**config.mk**
```make
export PLATFORM = sky130hd
export DESIGN_NAME = cfg_serial_loader
export DESIGN_NICKNAME = d
export VERILOG_FILES = /design/src/rtl/cfg_pkg.sv /design/src/rtl/cfg_sclk_gen.sv /design/src/rtl/cfg_shift_in.sv /design/src/rtl/cfg_commit.sv /design/src/rtl/cfg_decode.sv /design/src/rtl/cfg_serial_loader.sv
export SDC_FILE = /design/constraint.sdc
export NUM_CORES = 1
export LEC_CHECK = 0
export BUFFER_PORTS_ARGS = -buffer_cell sky130_fd_sc_hd__buf_2
export CORE_ASPECT_RATIO = 1.1
export CORE_MARGIN = 5
export CORE_UTILIZATION = 45
export CTS_CLUSTER_DIAMETER = 200
export DETAILED_ROUTE_END_ITERATION = 6
export GPL_TIMING_DRIVEN = 0
export PLACE_DENSITY = 0.63
export SYNTH_ARGS = -nofsm -noshare
export SYNTH_HDL_FRONTEND = slang
export SYNTH_HIERARCHICAL = 1
export SYNTH_SLANG_ARGS = --single-unit
```
**constraint.sdc**
```tcl
create_clock -name clk -period 3.1 [get_ports clk]
set_clock_uncertainty 0.1 [all_clocks]
set_input_delay 0 -clock clk [delete_from_list [all_inputs] [get_ports clk]]
set_output_delay 0 -clock clk [all_outputs]
set_load 0.01 [all_outputs]
```
**src/rtl/cfg_pkg.sv**
```systemverilog
package cfg_pkg;
  // Field positions inside the configuration word
  localparam int CH_LSB      = 0;
  localparam int CH_W        = 3;
  localparam int BAUD_LSB    = 3;
  localparam int BAUD_W      = 2;
  localparam int DEV_BIT     = 5;
  localparam int WDOG_BIT    = 6;
  localparam int HDR_EN_BIT  = 18;
  localparam int HDR_LEN_BIT = 20;
  localparam int EXT_BIT     = 21;
  // Rate arithmetic
  localparam int BHZ_W       = 13;
  localparam int BASE_BAUD   = 600;
endpackage

```
**src/rtl/cfg_sclk_gen.sv**
```systemverilog
module cfg_sclk_gen #(
  parameter int HALF = 4
) (
  input  logic clk,
  input  logic rst,
  output logic sclk_o,
  output logic rise_o
);
  localparam int CW = (HALF > 1) ? $clog2(HALF) : 1;

  logic [CW-1:0] cnt_q;
  logic          sclk_q;
  logic          wrap;

  assign wrap = (cnt_q == CW'(HALF - 1));

  always_ff @(posedge clk) begin
    if (rst) begin
      cnt_q  <= '0;
      sclk_q <= 1'b0;
    end else if (wrap) begin
      cnt_q  <= '0;
      sclk_q <= ~sclk_q;
    end else begin
      cnt_q  <= cnt_q + 1'b1;
    end
  end

  assign sclk_o = sclk_q;
  assign rise_o = wrap & ~sclk_q;

  // The capture strobe and the visible clock edge coincide
  assert_rise_sets_clk_R7: assert property (@(posedge clk) disable iff (rst)
    rise_o |=> sclk_o);
  assert_hold_between_R7: assert property (@(posedge clk) disable iff (rst)
    !wrap |=> $stable(sclk_o));
endmodule

```
**src/rtl/cfg_shift_in.sv**
```systemverilog
module cfg_shift_in #(
  parameter int W  = 48,
  parameter int CW = 7
) (
  input  logic          clk,
  input  logic          rst,
  input  logic          sel_i,
  input  logic          dat_i,
  input  logic          rise_i,
  output logic [W-1:0]  sh_o,
  output logic [CW-1:0] cnt_o
);
  localparam logic [CW-1:0] CNT_MAX = '1;

  logic [W-1:0]  sh_q;
  logic [CW-1:0] cnt_q;

  always_ff @(posedge clk) begin
    if (rst) begin
      sh_q  <= '0;
      cnt_q <= '0;
    end else if (!sel_i) begin
      cnt_q <= '0;
    end else if (rise_i) begin
      sh_q <= {sh_q[W-2:0], dat_i};
      if (cnt_q != CNT_MAX) cnt_q <= cnt_q + 1'b1;
    end
  end

  assign sh_o  = sh_q;
  assign cnt_o = cnt_q;

  assert_idle_clear_R7: assert property (@(posedge clk) disable iff (rst)
    !sel_i |=> (cnt_o == '0));
  assert_count_step_R2: assert property (@(posedge clk) disable iff (rst)
    (sel_i && rise_i && cnt_o != CNT_MAX) |=> (cnt_o == $past(cnt_o) + 1'b1));
  assert_no_shift_idle_R7: assert property (@(posedge clk) disable iff (rst)
    (!rise_i || !sel_i) |=> $stable(sh_o));
endmodule

```
**src/rtl/cfg_commit.sv**
```systemverilog
module cfg_commit
  import cfg_pkg::*;
#(
  parameter int              NRM_W    = 24,
  parameter int              EXT_W    = 48,
  parameter int              CW       = 7,
  parameter logic [EXT_W-1:0] DEF_WORD = 48'h4
) (
  input  logic             clk,
  input  logic             rst,
  input  logic             sel_i,
  input  logic [CW-1:0]    cnt_i,
  input  logic [EXT_W-1:0] sh_i,
  output logic [EXT_W-1:0] word_o
);
  logic [EXT_W-1:0] word_q;
  logic             sel_q;
  logic             fall;
  logic             ext;
  logic             nrm_ok;
  logic             ext_ok;

  assign fall   = sel_q & ~sel_i;
  assign ext    = word_q[EXT_BIT];
  assign nrm_ok = (cnt_i >= CW'(NRM_W));
  assign ext_ok = (cnt_i == CW'(EXT_W));

  always_ff @(posedge clk) begin
    if (rst) begin
      sel_q  <= 1'b0;
      word_q <= DEF_WORD;
    end else begin
      sel_q <= sel_i;
      if (fall) begin
        if (ext) begin
          if (ext_ok) word_q <= sh_i;
        end else if (nrm_ok) begin
          word_q[NRM_W-1:0] <= sh_i[NRM_W-1:0];
        end
      end
    end
  end

  assign word_o = word_q;

  assert_only_on_fall_R6: assert property (@(posedge clk) disable iff (rst)
    !fall |=> $stable(word_o));
  assert_short_abort_R3: assert property (@(posedge clk) disable iff (rst)
    (fall && !ext && cnt_i < CW'(NRM_W)) |=> $stable(word_o));
  assert_normal_load_R2: assert property (@(posedge clk) disable iff (rst)
    (fall && !ext && cnt_i >= CW'(NRM_W)) |=> (word_o[NRM_W-1:0] == $past(sh_i[NRM_W-1:0])));
  assert_upper_kept_R10: assert property (@(posedge clk) disable iff (rst)
    (fall && !ext) |=> (word_o[EXT_W-1:NRM_W] == $past(word_o[EXT_W-1:NRM_W])));
  assert_ext_load_R4: assert property (@(posedge clk) disable iff (rst)
    (fall && ext && cnt_i == CW'(EXT_W)) |=> (word_o == $past(sh_i)));
  assert_ext_abort_R5: assert property (@(posedge clk) disable iff (rst)
    (fall && ext && cnt_i != CW'(EXT_W)) |=> $stable(word_o));
endmodule

```
**src/rtl/cfg_decode.sv**
```systemverilog
module cfg_decode
  import cfg_pkg::*;
#(
  parameter int              EXT_W    = 48,
  parameter logic [EXT_W-1:0] DEF_WORD = 48'h4
) (
  input  logic              clk,
  input  logic              rst,
  input  logic [EXT_W-1:0]  word_i,
  output logic [EXT_W-1:0]  word_o,
  output logic [CH_W-1:0]   chan_o,
  output logic [BAUD_W-1:0] baud_sel_o,
  output logic [BHZ_W-1:0]  baud_hz_o,
  output logic [BHZ_W-1:0]  dev_hz_o,
  output logic              dev_full_o,
  output logic              wdog_en_o,
  output logic              hdr_en_o,
  output logic              hdr16_o,
  output logic              ext_o
);
  logic [EXT_W-1:0]  src;
  logic [BAUD_W-1:0] bsel;
  logic [BHZ_W-1:0]  bhz;

  assign src  = rst ? DEF_WORD : word_i;
  assign bsel = src[BAUD_LSB +: BAUD_W];
  assign bhz  = BHZ_W'(BASE_BAUD) << bsel;

  always_ff @(posedge clk) begin
    word_o     <= src;
    chan_o     <= src[CH_LSB +: CH_W];
    baud_sel_o <= bsel;
    baud_hz_o  <= bhz;
    dev_full_o <= src[DEV_BIT];
    dev_hz_o   <= src[DEV_BIT] ? bhz : (bhz >> 1);
    wdog_en_o  <= src[WDOG_BIT];
    ext_o      <= src[EXT_BIT];
    hdr_en_o   <= src[HDR_EN_BIT] & src[EXT_BIT];
    hdr16_o    <= src[HDR_LEN_BIT] & src[EXT_BIT];
  end

  assert_hdr_gated_R9: assert property (@(posedge clk) disable iff (rst)
    (hdr_en_o || hdr16_o) |-> ext_o);
  assert_dev_range_R8: assert property (@(posedge clk) disable iff (rst)
    (dev_hz_o == baud_hz_o) || (dev_hz_o == (baud_hz_o >> 1)));
endmodule

```
**src/rtl/cfg_serial_loader.sv**
```systemverilog
module cfg_serial_loader
  import cfg_pkg::*;
#(
  parameter int              NRM_W    = 24,
  parameter int              EXT_W    = 48,
  parameter int              HALF     = 4,
  parameter logic [EXT_W-1:0] DEF_WORD = 48'h000000000004
) (
  input  logic              clk,
  input  logic              rst,
  input  logic              sel_i,
  input  logic              dat_i,
  output logic              ser_clk_o,
  output logic [EXT_W-1:0]  cfg_word_o,
  output logic [CH_W-1:0]   chan_o,
  output logic [BAUD_W-1:0] baud_sel_o,
  output logic [BHZ_W-1:0]  baud_hz_o,
  output logic [BHZ_W-1:0]  dev_hz_o,
  output logic              dev_full_o,
  output logic              wdog_en_o,
  output logic              hdr_en_o,
  output logic              hdr16_o,
  output logic              ext_o
);
  localparam int CW = $clog2(EXT_W + 1) + 1;

  logic             rise;
  logic [EXT_W-1:0] sh;
  logic [CW-1:0]    cnt;
  logic [EXT_W-1:0] word;

  cfg_sclk_gen #(.HALF(HALF)) u_clk (
    .clk(clk), .rst(rst), .sclk_o(ser_clk_o), .rise_o(rise)
  );

  cfg_shift_in #(.W(EXT_W), .CW(CW)) u_shift (
    .clk(clk), .rst(rst), .sel_i(sel_i), .dat_i(dat_i), .rise_i(rise),
    .sh_o(sh), .cnt_o(cnt)
  );

  cfg_commit #(.NRM_W(NRM_W), .EXT_W(EXT_W), .CW(CW), .DEF_WORD(DEF_WORD)) u_commit (
    .clk(clk), .rst(rst), .sel_i(sel_i), .cnt_i(cnt), .sh_i(sh), .word_o(word)
  );

  cfg_decode #(.EXT_W(EXT_W), .DEF_WORD(DEF_WORD)) u_dec (
    .clk(clk), .rst(rst), .word_i(word), .word_o(cfg_word_o),
    .chan_o(chan_o), .baud_sel_o(baud_sel_o), .baud_hz_o(baud_hz_o),
    .dev_hz_o(dev_hz_o), .dev_full_o(dev_full_o), .wdog_en_o(wdog_en_o),
    .hdr_en_o(hdr_en_o), .hdr16_o(hdr16_o), .ext_o(ext_o)
  );

  // Decoded outputs trail the stored word by one register
  assert_out_follows_R6: assert property (@(posedge clk) disable iff (rst)
    1'b1 |=> (cfg_word_o == $past(word)));
endmodule

```
== Word-level counts from Yosys, hierarchy flattened ==
Cells that the tools add are included.

* Register bits: 191
* Input port bits: 4
* Output and inout port bits: 85
* Logic and storage cells: 46

* Add/subtract/negate cells: 2
* $lt $le $gt $ge: 1
* Equality and inequality tests: 4
* Shift operators: 1
* Muxes and demuxes: 5
* Bitwise gates (word level): 6
* Reductions and logical operators: 7

{| class="wikitable"
|+ Operator list
! operator !! number
|-
| 24-bit two-way mux || 3
|-
| 22-bit two-way mux || 1
|-
| 10-bit by 2-bit << shifter with 13-bit output, first input constant || 1
|-
| 12-bit two-way mux || 1
|-
| 7-bit by 1-bit adder with 7-bit output, second input constant || 1
|-
| 7-bit by 6-bit == test with 1-bit output, second input constant || 1
|-
| 7-bit by 5-bit greater-or-equal comparator with 1-bit output, second input constant || 1
|-
| 7-bit != test, second input constant || 1
|-
| 3-bit AND reduction || 2
|-
| 1-bit AND || 4
|-
| 2-bit AND reduction || 2
|-
| 2-bit OR reduction || 2
|-
| 2-bit by 1-bit adder with 2-bit output, second input constant || 1
|-
| 2-bit == test, second input constant || 1
|-
| 2-bit != test, second input constant || 1
|-
| 1-bit NOT || 2
|-
| 2-bit nonzero test || 1
|}

== Longest topological paths before layout ==
* Depth in word-level cells: 3
* Depth in mapped cells: 8
* Mapped depth without buffers: 5

== Modules after synthesis ==
Netlist, hierarchy kept.

{| class="wikitable"
|+ Modules (own cells, without submodules)
! module !! times used !! cells each !! area each (um2)
|-
| cfg_decode || 1 || 170 || 2,060.7
|-
| cfg_shift_in || 1 || 246 || 2,049.5
|-
| cfg_commit || 1 || 191 || 2,034.5
|-
| cfg_sclk_gen || 1 || 9 || 103.8
|}

== Worst setup path before layout ==
Ideal clock, no wire load.

* Path type: reg2reg
* Start: register u_shift.cnt_q[6], in the netlist u_shift/cnt_o[6]
* End: register u_commit.word_q[0], in the netlist u_commit/word_o[0]
* Setup time: 0.072 ns
* Arrival time: 1.418 ns
* Setup slack: 1.511 ns
* Stages on the path, launching flop included: 6
* Period minus slack after synthesis: 1.589 ns
* Cells stage by stage: dfxtp_1 > nor4b_4 > nand2_2 > a21oi_4 > buf_6 > mux2i_1

* Longest elaborated chain between the ends: 3
* Elaborated cells between the ends (all ways): 5

{| class="wikitable"
|+ RTL lines
! what !! line !! text
|-
| start: declaration || cfg_shift_in.sv:16 || <nowiki>logic [CW-1:0] cnt_q;</nowiki>
|-
| start signal: assignment || cfg_shift_in.sv:26 || <nowiki>if (cnt_q != CNT_MAX) cnt_q <= cnt_q + 1'b1;</nowiki>
|-
| 7-bit by 5-bit greater-or-equal comparator with 1-bit output or 7-bit by 6-bit == test with 1-bit output (tied branches) || cfg_commit.sv:25, cfg_commit.sv:26 ||
|-
| 2-bit nonzero test (no line) or 2-bit != test (tied branches) || - ||
|-
| 3-bit AND reduction (no line) * || - ||
|-
| end signal: assignment || cfg_commit.sv:36 || <nowiki>if (ext_ok) word_q <= sh_i;</nowiki>
|-
| end signal: indexed assignment || cfg_commit.sv:38 || <nowiki>word_q[NRM_W-1:0] <= sh_i[NRM_W-1:0];</nowiki>
|-
| end: declaration || cfg_commit.sv:16 || <nowiki>logic [EXT_W-1:0] word_q;</nowiki>
|}

Every way passes the cells marked *; elsewhere a longest branch is shown, timed or not.
A chain may end at the register's enable or synchronous reset.

== Final worst setup path ==
* Start: input rst
* End: register u_commit.word_q[29], in the netlist u_commit/word_o[29]

{| class="wikitable"
|+ RTL lines
! what !! line !! text
|-
| start: declaration || cfg_serial_loader.sv:10 || <nowiki>input logic rst,</nowiki>
|}

No word-level cell between the ends.

==> impl_metrics.csv <==
group,metric,value,unit
run_status,status,"complete, no violations",
layout,nets,734,
synth,seq_area_frac_synth,56.4,%
die,num_rows,45,
die,core_area,13700,um^2
worst_hold_path,hp-class,"in -> reg",
critical_path,path_class,"in -> reg",
critical_path,worstPathMaxFanout,17,
clock_network,clk_latency,0.42,ns
worst_hold_path,holdPathStages,4,
critical_path,r2r_setup_slack,1.26,ns
sta,post-route-min-period,1.97,ns
die,pin_count,89,
power,cellLeakagePower,3.19,nW
clock_network,htree_levels,4,
critical_path,cp_cell_sequence,"dlygate4sd3_1 -> buf_2 -> clkbuf_1 -> clkbuf_1 -> clkbuf_1 -> nor2_1",
worst_hold_path,min_to,"u_shift/sh_o[0]",
global_routing,grt_start_max_net_pins,18,
clock_network,clk_pin_slew,0.06,ns
route,wl_met1,5270,um
synth,synth_cell_types,50,
critical_path,endpoint_kind,"flip-flop",
route,drt_iter0_drc,198,
sta,hold_viol_final,0,
route,drtAntennaViolNets,0,
power,power_density,592,nW/um^2
route,met3_length,616,um
job,maxCapViolCount,0,
route,wl_per_cell,12.8,um
sta,worst_pin_slew,0.576,ns
critical_path,crit_buf_inv,5,
worst_hold_path,min_from,"dat_i",
critical_path,r2r_start,"u_shift/cnt_o[5]",
route,top_layer,"met4",
place,place_hpwl,8170,um
die,start_util,45.5,%
sta,setup-violations-final,0,
sta,max_freq,509,MHz
clock_network,clockRootBuffer,"clkbuf_16",
global_routing,grt_pass1_wl,19600,um
critical_path,worstPathArrival,2.16,ns
die,die_area,16300,um^2
synth,synth-seq-cells,176,
critical_path,crit_required,3.30,ns
layout,antennaDiodeCount,0,
critical_path,cp_top_family,"buffers and inverters",
sta,rsz0062_at_grt,"false",
synth,synth_edf_count,0,
layout,finalCoreUtilization,54.8,%
critical_path,max_stage_delay,0.52,ns
route,drc,0,
layout,final_cell_mix,"dfxtp_1, nand2_1, buf_2, mux2i_1",
power,irDropWorstVdd,0.000310,V
place,place_congestion,0.840,
critical_path,start_kind,"input port",
critical_path,cpMostUsedCell,"clkbuf_1",
global_routing,track_usage,15.1,%
global_routing,grt_remaining_overflow,0,
clock_network,cts_tree,"built",
clock_network,cts_max_path_buffers,2,
synth,avgSynthCellArea,10.1,um^2
clock_network,ctsResizeCount,0,
clock_network,cts.sinks,176,
die,die_h,134,um
global_routing,antenna_found_initial,0,
synth,ys_warn_count,6,
place,io_buffers,83,
clock_network,postCtsSetupRepairBufs,0,
layout,drive_gt1_share,24.0,%
route,wl_met2,5750,um
critical_path,r2r_end,"u_commit/word_o[3]",
sta,finalSetupTns,0,ns
layout,area_growth,20.4,%
route,vias,4282,
global_routing,grt_pass1_vias,4177,
die,die_w,122,um
route,drt_wl_total,11800,um
sta,fin_crit_sh,63.4,%
critical_path,r2r_cells,5,
sta,slew_violations,0,
synth,synthArstFlopShare,0,%
synth,netlist_area,6250,um^2
sta,slew-limit-headroom,61.6,%
synth,netlist_instances,616,
clock_network,numCtsBuffers,17,
route,firstDrtPassIters,7,
critical_path,slowest_stage,"dlygate4sd3_1",
clock_network,cts_hold_buf,3,
route,vias_per_cell,4.62,
synth,synth-main-ff-cell,"dfxtp_1",
layout,mostFrequentLayoutCell,"dfxtp_1",
[cell families (layout without fill, tap and decap cells)]
group	after synthesis	count (layout)	synth area share, %
mux	53	53	8.59
simple gates	257	257	21.3
flops	176	176	56.4
buf+inv	56	174	5.53
compound gates	66	66	6.85
xor+xnor	2	2	0.280
other cells	1	5	0.0600
fa+ha+maj	5	5	1.00
[Yosys cell counts (3+ instances only)]
master | count | share of area, %
buf_4 | 16 | 1.9
mux2i_1 | 51 | 8.2
nand2b_1 | 48 | 4.8
and2_1 | 4 | 0.40
a21oi_1 | 40 | 3.2
inv_1 | 5 | 0.30
ha_1 | 5 | 1.0
nor2b_1 | 48 | 4.8
nor3_1 | 3 | 0.24
buf_6 | 8 | 1.4
clkbuf_1 | 13 | 0.78
nand2_1 | 101 | 6.1
and3_1 | 3 | 0.30
dfxtp_1 | 176 | 56
nand3_1 | 3 | 0.24
buf_2 | 11 | 0.88
nor2_1 | 33 | 2.0
a21oi_2 | 10 | 1.4
[area by class of cell]
cell class / count / area, um^2
flip-flops and latches: 176 / 3520
plain buffers: 50 / 323
clock buffers: 19 / 443
clock inverters: 13 / 136
well taps: 188 / 235
multi-input cells: 388 / 2390
fillers: 1279 / 6210
inverters: 6 / 22.5
repair buffers: 86 / 445
[state kept, by name (all words and copies together), names as in the netlist]
signal / flops
u_commit/sel_q: 1
u_dec/chan_o: 2
u_shift/sh_o: 48
u_dec/hdr_en_o: 1
u_dec/word_o: 45
u_shift/cnt_o: 7
u_commit/word_o: 48
u_dec/baud_hz_o: 9
u_clk/sclk_o: 1
u_dec/hdr16_o: 1
u_clk/cnt_q: 2
u_dec/dev_hz_o: 11
[layer usage]
layer | vias to the layer above | track usage [%]
li1 | 2202 | -
met1 | 1960 | 18.1
met2 | 103 | 25.3
met3 | 17 | 4.20
met4 | 0 | 6.53
met5 | - | 0
[where the power goes]
part           total, mW  leakage, nW  internal (mW)  switching (mW)
sequential          2.27         1.42           2.27         0.00317
clock               2.07        0.276           1.21           0.866
combinational      0.112         1.50         0.0394          0.0726
total               4.45         3.19           3.51           0.942
[worst min-delay path, cell delays in order]
cell           delay [ns]
dlygate4sd3_1        0.53
buf_2                0.13
nand2_1              0.05
a21oi_1              0.05
[how the worst max path moves through the flow]
| stage | from | to | slack, ns | cells past startpoint |
|---|---|---|---|---|
| finish | rst | u_commit/word_o[29] | 1.13 | 6 |
| global route | rst | u_commit/word_o[45] | 0.94 | 6 |
| CTS | rst | u_commit/word_o[26] | 1.13 | 6 |
| detailed placement | rst | u_commit/word_o[26] | 1.18 | 5 |
| global placement | rst | u_commit/word_o[36] | 1.24 | 5 |
| floorplan | u_shift/cnt_o[6] | u_commit/word_o[0] | 1.51 | 5 |
[per-stage QoR]
step           cells  area [um^2]  hold slack (ns)  total power, mW  setup slack, ns
6_report         926         7520            0.295             4.45             1.13
5_1_grt          926         7520            0.300             4.62            0.940
4_1_cts          926         7520            0.278             4.51             1.13
3_5_place_dp     891         6910            0.181             2.43             1.18
3_3_place_gp     891         6910            0.173             2.43             1.24
2_1_floorplan    620         6260          -0.0276             2.40             1.51
Power figures use the tool's default switching activity.
